### src/rtl/dma_chan_engine.sv
module dma_chan_engine #(
  parameter int          CH_ID     = 2,
  parameter logic [31:0] ADDR_MASK = 32'h001F_FFFC,
  parameter logic [31:0] LINK_MASK = 32'h001F_FFFF,
  parameter logic [31:0] TBL_END   = 32'h00FF_FFFF
) (
  input  logic        clk,
  input  logic        rst_n,
  input  logic        reg_wr,
  input  logic [1:0]  reg_sel,
  input  logic [31:0] reg_wdata,
  output logic [31:0] reg_rdata,
  output logic        mem_valid,
  output logic        mem_write,
  output logic [31:0] mem_addr,
  output logic [31:0] mem_wdata,
  input  logic        mem_ready,
  input  logic [31:0] mem_rdata,
  output logic        dev_out_valid,
  output logic [31:0] dev_out_data,
  input  logic        dev_out_ready,
  input  logic        dev_in_valid,
  input  logic [31:0] dev_in_data,
  output logic        dev_in_ready,
  output logic        irq
);
  localparam int          EN_BIT   = 16 + CH_ID;
  localparam int          FLAG_BIT = 24 + CH_ID;
  localparam logic [31:0] CTL_MASK = 32'h1100_0603;
  localparam logic [31:0] IEN_MASK = (32'h1 << EN_BIT) | (32'h1 << 23);
  localparam logic [31:0] IFL_MASK = 32'h1 << FLAG_BIT;

  typedef enum logic [2:0] {S_IDLE, S_HDR, S_RD, S_PUSH, S_PULL, S_WR} st_t;
  st_t st;

  logic [31:0] base_q, cnt_q, ctl_q, irq_q, addr_q, buf_q;
  logic [23:0] hdr_q;
  logic [32:0] rem_q;
  logic [1:0]  mode_q;
  logic [31:0] ctl_nxt, irq_nxt;
  logic        fin;

  wire        busy   = st != S_IDLE;
  wire [1:0]  mode_w = ctl_q[10:9];
  wire        start  = !busy && ctl_q[24] && (mode_w != 2'd0 || ctl_q[28]);
  wire [16:0] bsz    = cnt_q[15:0]  == 16'd0 ? 17'h10000 : {1'b0, cnt_q[15:0]};
  wire [16:0] bcn    = cnt_q[31:16] == 16'd0 ? 17'h10000 : {1'b0, cnt_q[31:16]};
  wire [32:0] total  = mode_w == 2'd1 ? 33'(bsz) * 33'(bcn) : 33'(bsz);
  wire        dec    = (ctl_q[1] && mode_q != 2'd2) || mode_q == 2'd3;
  wire [31:0] step_addr = (dec ? addr_q - 32'd4 : addr_q + 32'd4) & ADDR_MASK;
  wire        last   = rem_q == 33'd1;
  wire [31:0] tbl_word = last ? TBL_END : (addr_q - 32'd4) & LINK_MASK;
  wire        mem_hs = mem_valid && mem_ready;
  wire        out_hs = dev_out_valid && dev_out_ready;
  wire        in_hs  = dev_in_valid && dev_in_ready;

  assign mem_valid     = st == S_HDR || st == S_RD || st == S_WR;
  assign mem_write     = st == S_WR;
  assign mem_addr      = addr_q;
  assign mem_wdata     = mode_q == 2'd3 ? tbl_word : buf_q;
  assign dev_out_valid = st == S_PUSH;
  assign dev_out_data  = buf_q;
  assign dev_in_ready  = st == S_PULL;
  assign irq           = irq_q[FLAG_BIT];

  always_comb begin
    case (reg_sel)
      2'd0:    reg_rdata = base_q;
      2'd1:    reg_rdata = cnt_q;
      2'd2:    reg_rdata = ctl_q;
      default: reg_rdata = irq_q;
    endcase
  end

  always_comb begin
    case (st)
      S_HDR:   fin = mem_hs && mem_rdata[31:24] == 8'd0 && mem_rdata[23];
      S_PUSH:  fin = out_hs && last && (mode_q != 2'd2 || hdr_q[23]);
      S_WR:    fin = mem_hs && last;
      default: fin = 1'b0;
    endcase
  end

  always_comb begin
    ctl_nxt = ctl_q;
    if (reg_wr && reg_sel == 2'd2) begin
      if (busy) ctl_nxt[24] = reg_wdata[24];
      else      ctl_nxt = reg_wdata & CTL_MASK;
    end
    if (fin) begin
      ctl_nxt[24] = 1'b0;
      if (mode_q != 2'd2) ctl_nxt[28] = 1'b0;
    end
  end

  always_comb begin
    irq_nxt = irq_q;
    if (reg_wr && reg_sel == 2'd3)
      irq_nxt = (reg_wdata & IEN_MASK) | (irq_q & IFL_MASK & ~reg_wdata);
    if (fin && irq_q[EN_BIT] && irq_q[23]) irq_nxt[FLAG_BIT] = 1'b1;
  end

  always_ff @(posedge clk) begin
    if (!rst_n) begin
      base_q <= '0;
      cnt_q  <= '0;
      ctl_q  <= '0;
      irq_q  <= '0;
    end else begin
      ctl_q <= ctl_nxt;
      irq_q <= irq_nxt;
      if (reg_wr && reg_sel == 2'd0 && !busy) base_q <= reg_wdata;
      if (reg_wr && reg_sel == 2'd1 && !busy) cnt_q  <= reg_wdata;
      if (fin && mode_q == 2'd1) cnt_q[31:16] <= 16'd0;
    end
  end

  always_ff @(posedge clk) begin
    if (!rst_n) begin
      st     <= S_IDLE;
      mode_q <= 2'd0;
      addr_q <= '0;
      buf_q  <= '0;
      hdr_q  <= '0;
      rem_q  <= '0;
    end else begin
      case (st)
        S_IDLE: if (start) begin
          mode_q <= mode_w;
          addr_q <= base_q & ADDR_MASK;
          rem_q  <= total;
          if      (mode_w == 2'd2) st <= S_HDR;
          else if (mode_w == 2'd3) st <= S_WR;
          else if (ctl_q[0])       st <= S_RD;
          else                     st <= S_PULL;
        end
        S_HDR: if (mem_hs) begin
          hdr_q <= mem_rdata[23:0];
          if (mem_rdata[31:24] != 8'd0) begin
            rem_q  <= {25'd0, mem_rdata[31:24]};
            addr_q <= step_addr;
            st     <= S_RD;
          end else if (mem_rdata[23]) begin
            st <= S_IDLE;
          end else begin
            addr_q <= mem_rdata & ADDR_MASK;
          end
        end
        S_RD: if (mem_hs) begin
          buf_q <= mem_rdata;
          st    <= S_PUSH;
        end
        S_PUSH: if (out_hs) begin
          rem_q <= rem_q - 33'd1;
          if (fin) begin
            st <= S_IDLE;
          end else if (mode_q == 2'd2 && last) begin
            addr_q <= {8'd0, hdr_q} & ADDR_MASK;
            st     <= ctl_q[24] ? S_HDR : S_IDLE;
          end else begin
            addr_q <= step_addr;
            st     <= ctl_q[24] ? S_RD : S_IDLE;
          end
        end
        S_PULL: if (in_hs) begin
          buf_q <= dev_in_data;
          st    <= S_WR;
        end
        S_WR: if (mem_hs) begin
          rem_q <= rem_q - 33'd1;
          if (fin || !ctl_q[24]) begin
            st <= S_IDLE;
          end else begin
            addr_q <= step_addr;
            st     <= mode_q == 2'd3 ? S_WR : S_PULL;
          end
        end
        default: st <= S_IDLE;
      endcase
    end
  end

  p_addr_window_r3: assert property (@(posedge clk) disable iff (!rst_n)
    mem_valid |-> (mem_addr & ~ADDR_MASK) == 32'd0);

  p_mem_hold_r10: assert property (@(posedge clk) disable iff (!rst_n)
    mem_valid && !mem_ready |=> mem_valid && $stable(mem_addr) && $stable(mem_write) && $stable(mem_wdata));

  p_dev_hold_r10: assert property (@(posedge clk) disable iff (!rst_n)
    dev_out_valid && !dev_out_ready |=> dev_out_valid && $stable(dev_out_data));

  p_no_start_r2: assert property (@(posedge clk) disable iff (!rst_n)
    !busy && !(ctl_q[24] && (ctl_q[10:9] != 2'd0 || ctl_q[28])) |=> !mem_valid && !dev_in_ready);

  p_fin_clears_r8: assert property (@(posedge clk) disable iff (!rst_n)
    fin |=> !ctl_q[24]);

  p_flag_gate_r9: assert property (@(posedge clk) disable iff (!rst_n)
    $rose(irq) |-> $past(irq_q[EN_BIT] && irq_q[23]));

  p_cnt_frozen_r11: assert property (@(posedge clk) disable iff (!rst_n)
    busy && !fin |=> $stable(cnt_q) && $stable(base_q));
endmodule

### config.mk
export PLATFORM = sky130hd
export DESIGN_NAME = dma_chan_engine
export DESIGN_NICKNAME = d
export VERILOG_FILES = /design/src/rtl/dma_chan_engine.sv
export SDC_FILE = /design/constraint.sdc
export NUM_CORES = 1
export LEC_CHECK = 0
export CAP_MARGIN = 30
export CORE_MARGIN = 10
export CORE_UTILIZATION = 53
export DETAILED_ROUTE_END_ITERATION = 8
export GPL_ROUTABILITY_DRIVEN = 0
export PLACE_DENSITY = 0.78
export SYNTH_ARGS = -nofsm -noshare
export SYNTH_HDL_FRONTEND = slang
export SYNTH_SLANG_ARGS = --single-unit
### constraint.sdc
create_clock -name clk -period 6 [get_ports clk]
set_clock_uncertainty 0.15 [all_clocks]
set_input_delay 1.2 -clock clk [delete_from_list [all_inputs] [get_ports clk]]
set_output_delay 1.2 -clock clk [all_outputs]
set_load 0.02 [all_outputs]
==> flow_metrics.tcl <==
set metrics [dict create \
    cell_internal_power_mw 3.09 \
    post_synth_inst_count 2525 \
    cpMaxStageDelayCell "sky130_fd_sc_hd__fa_1" \
    rows 70 \
    hold-path-cell-count 2 \
    clock_network_latency_to_the_later_pin_of_the_worst_skew_pair_ps 460 \
    clock_sinks 182 \
    global_route.usage.total_pct 28.3 \
    post-route-worst-setup-slack_ps -109 \
    final.fill_count 2838 \
    worst_setup_hold_path_clk_slew_ps 70 \
    power.static_leakage_nw 10.4 \
    clock.fmax_ghz 0.164 \
    final.period_utilization_pct 102 \
    number_of_hold_buffers_added_after_cts 0 \
    die_h_um 213 \
    iteration_0_drc_count_of_the_detailed_router 2553 \
    ios 237 \
    shortest_clock_period_the_worst_path_allows_after_layout_ps 6110 \
    setup.worst_path.start_class "register" \
    critical_path_arrival_ps 6310 \
    tightestPinTransition_ps 938 \
    timing.rr.start "cnt_q[11]" \
    routed_via_density 6.06 \
    placement.cell_area_um2 22900 \
    crit_path_cell_trace "buf_8 -> nand2_1 -> fa_1 -> fa_2 -> fa_1 -> inv_1 -> fa_1 -> fa_1 -> inv_1 -> fa_1 -> inv_1 -> ha_4 -> a21oi_1 -> o21ai_0 -> buf_4 -> a311oi_2 -> buf_4 -> and3_4 -> o21ai_1 -> xnor2_1 -> o221ai_1 -> and2_1" \
    drt.antenna.violating_nets 0 \
    crit_required_ps 6200 \
    grt_pass1_vias 19100 \
    ctsHtreeMaxLevel 4 \
    final_hold_viol_count 0 \
    clk_path_buf_depth 2 \
    critPathMostFrequentCell "sky130_fd_sc_hd__fa_1" \
    finalMaxSlewViolations 0 \
    number_of_register_bits_inferred_by_synthesis 182 \
    synth.cell_area_um2 19800 \
    grt_first_pass_wirelength_mm 103 \
    portbufs 223 \
    share_clk_of_total_power_pct 22.5 \
    sw_frac_of_total_pct 42.6 \
    yosysSeqAreaShare_pct 18.4 \
    drc_errors 0 \
    final_layout_size_suffix_gt1_share_pct 10.4 \
    final-instance-count-excl-fill 3197 \
    synth_cell_types 74 \
    power_density_nw_per_um2 221 \
    final_core_utilization_pct 66.2 \
    reported_max_cap_violation_count 0 \
    die_x_um 213 \
    syn_avg_cell_area_um2 7.85 \
    fin_nets 3150 \
    area_growth_syn_to_layout_pct 22.9 \
    path_class "reg -> reg" \
    synth_warnings 0 \
    crit_fanout 20 \
    design_area_um2 24400 \
    rsz0062_at_grt "true" \
    netSwitchingPower_mw 2.29 \
    run_status "finished, violations left" \
    numCtsBuffers 17 \
    failed_checks "negative setup slack" \
    pwr-share-comb_pct 49.3 \
    pwr-share-seq_pct 28.2 \
    grt_max_degree 81 \
    hold_ws_ps 307 \
    floorplan.die_area_um2 45600 \
    core_region_area_um2 36800 \
    globalRouteOverflowTotal 0 \
    r2r_cell_count 22 \
    setup_violations 9 \
    wl_per_cell_um 21.1 \
    rrSetupSlack_ps -110 \
    synth-edff-count 0 \
    hpwl_mm 49.4 \
    num_vias 19400 \
    async_reset_ff_share_pct 0 \
    drt_pre_antenna_iters 7 \
    irDropWorstVdd_uv 212 \
    regToRegEndpoint "rem_q[28]" \
    grt_antenna_before_repair 2 \
    clockRootBuffer "sky130_fd_sc_hd__clkbuf_16" \
    most_common_cell_after_layout_fill_and_taps_aside "sky130_fd_sc_hd__nand2_1" \
    critical_path_capture_point_type "register" \
    place_ws_ps -287 \
    hold_start "base_q[31]" \
    min_to "base_q[31]" \
    wl_mm 67.5 \
    initial_core_util_pct 53.9 \
    synth_top_flop_cell "sky130_fd_sc_hd__dfxtp_1" \
    max_slew_margin_pct 37.5 \
    critical-path-max-stage-delay_ps 610 \
    commonest_non_fill_non_tap_cells_in_the_layout "sky130_fd_sc_hd__nand2_1 (436), sky130_fd_sc_hd__inv_1 (288), sky130_fd_sc_hd__clkdlybuf4s50_1 (222)" \
    dpl.cell_count 3141 \
    min_path_type "reg -> reg" \
    tritoncts_clock_tree "built" \
]
final cells by class:
type	instances	area, um2	share of cell area, %
multi-input combinational	1854	14900	61.0
clock buffer	21	460	1.89
antenna	2	5.00	0.0205
inverter	298	1120	4.60
timing repair buffer	362	3520	14.5
tap	468	586	2.40
sequential	182	3660	15.0
clock inverter	10	144	0.591
critical path, delay by kind of cell, from the launching register on:
| family | cells | cell delay (ps) |
|---|---|---|
| buffers and inverters | 6 | 750 |
| adders and majority gates | 7 | 3270 |
| DFF | 1 | 410 |
| and+or+nand+nor | 3 | 510 |
| xor gates and xnor gates | 1 | 200 |
| AOI/OAI and AO/OA | 5 | 710 |
power by group through the flow:
stage                     sequential [mW]  clock [mW]  combinational [mW]
after floorplan                      1.54           0                1.53
after global placement               1.52           0                2.41
after detailed placement             1.53           0                2.48
after CTS                            1.51        1.20                2.56
after global routing                 1.54        1.26                2.84
final                                1.52        1.21                2.65
per-stage QoR:
stage	TNS [ps]	power (mW)
2_1_floorplan	0	3.08
3_3_place_gp	-1210	3.93
3_5_place_dp	-2940	4.02
4_1_cts	-219	5.27
5_1_grt	-3340	5.64
6_report	-576	5.38
routing by layer:
metal / global-route usage, % / wire (um)
met5: 0 / 0
met4: 11.5 / 2750
met3: 4.85 / 6520
met2: 47.0 / 32000
met1: 35.9 / 26200
worst max path at each step:
stage               from         to  slack (ps)
2_1_floorplan  cnt_q[30]  rem_q[24]          20
3_3_place_gp    cnt_q[8]  rem_q[26]        -170
3_5_place_dp   cnt_q[16]  rem_q[26]        -290
4_1_cts        cnt_q[16]  rem_q[30]         -70
5_1_grt        cnt_q[15]  rem_q[32]        -320
6_report       cnt_q[11]  rem_q[28]        -110
Yosys cell counts (17+ instances only):
library cell,instances,area (um2)
sky130_fd_sc_hd__and2_1,137,857
sky130_fd_sc_hd__a221oi_1,21,184
sky130_fd_sc_hd__buf_4,17,128
sky130_fd_sc_hd__a211oi_1,40,300
sky130_fd_sc_hd__nand3_1,32,160
sky130_fd_sc_hd__dfxtp_1,182,3640
sky130_fd_sc_hd__inv_1,297,1110
sky130_fd_sc_hd__clkbuf_1,174,653
sky130_fd_sc_hd__nor2_1,147,552
sky130_fd_sc_hd__xor2_1,26,228
sky130_fd_sc_hd__ha_1,108,1350
sky130_fd_sc_hd__o21ai_0,101,505
sky130_fd_sc_hd__nand2_1,437,1640
sky130_fd_sc_hd__fa_1,223,4460
sky130_fd_sc_hd__mux2i_1,80,801
sky130_fd_sc_hd__a21oi_1,185,926
sky130_fd_sc_hd__a31oi_1,17,106
sky130_fd_sc_hd__nor4_1,26,163
sky130_fd_sc_hd__xnor2_1,36,315
sky130_fd_sc_hd__nor3_1,32,160
logic make-up after synthesis:
logic type | synth area share [%]
AOI/OAI and AO/OA | 15.0
xor gates and xnor gates | 2.74
adders and majority gates | 29.3
buffers and inverters | 9.91
DFF | 18.4
muxes | 4.15
other | 0.0189
and+or+nand+nor | 20.5
sequential cells by signal, indices dropped and copies added (netlist names), 6 cells and up:
| signal | count |
|---|---|
| ctl_q | 6 |
| dev_out_data | 32 |
| hdr_q | 20 |
| cnt_q | 32 |
| rem_q | 33 |
| mem_addr | 19 |
| base_q | 32 |
timing repair:
| action | 4_1_cts | 5_1_grt |
|---|---|---|
| setup buffers | 7 | 15 |
| cloned | 0 | 1 |
| pin swaps | 14 | 44 |
| gates resized for setup | 43 | 96 |
| setup endpoints to repair | 16 | 17 |
No activity file was read; power rests on OpenSTA's default activity.
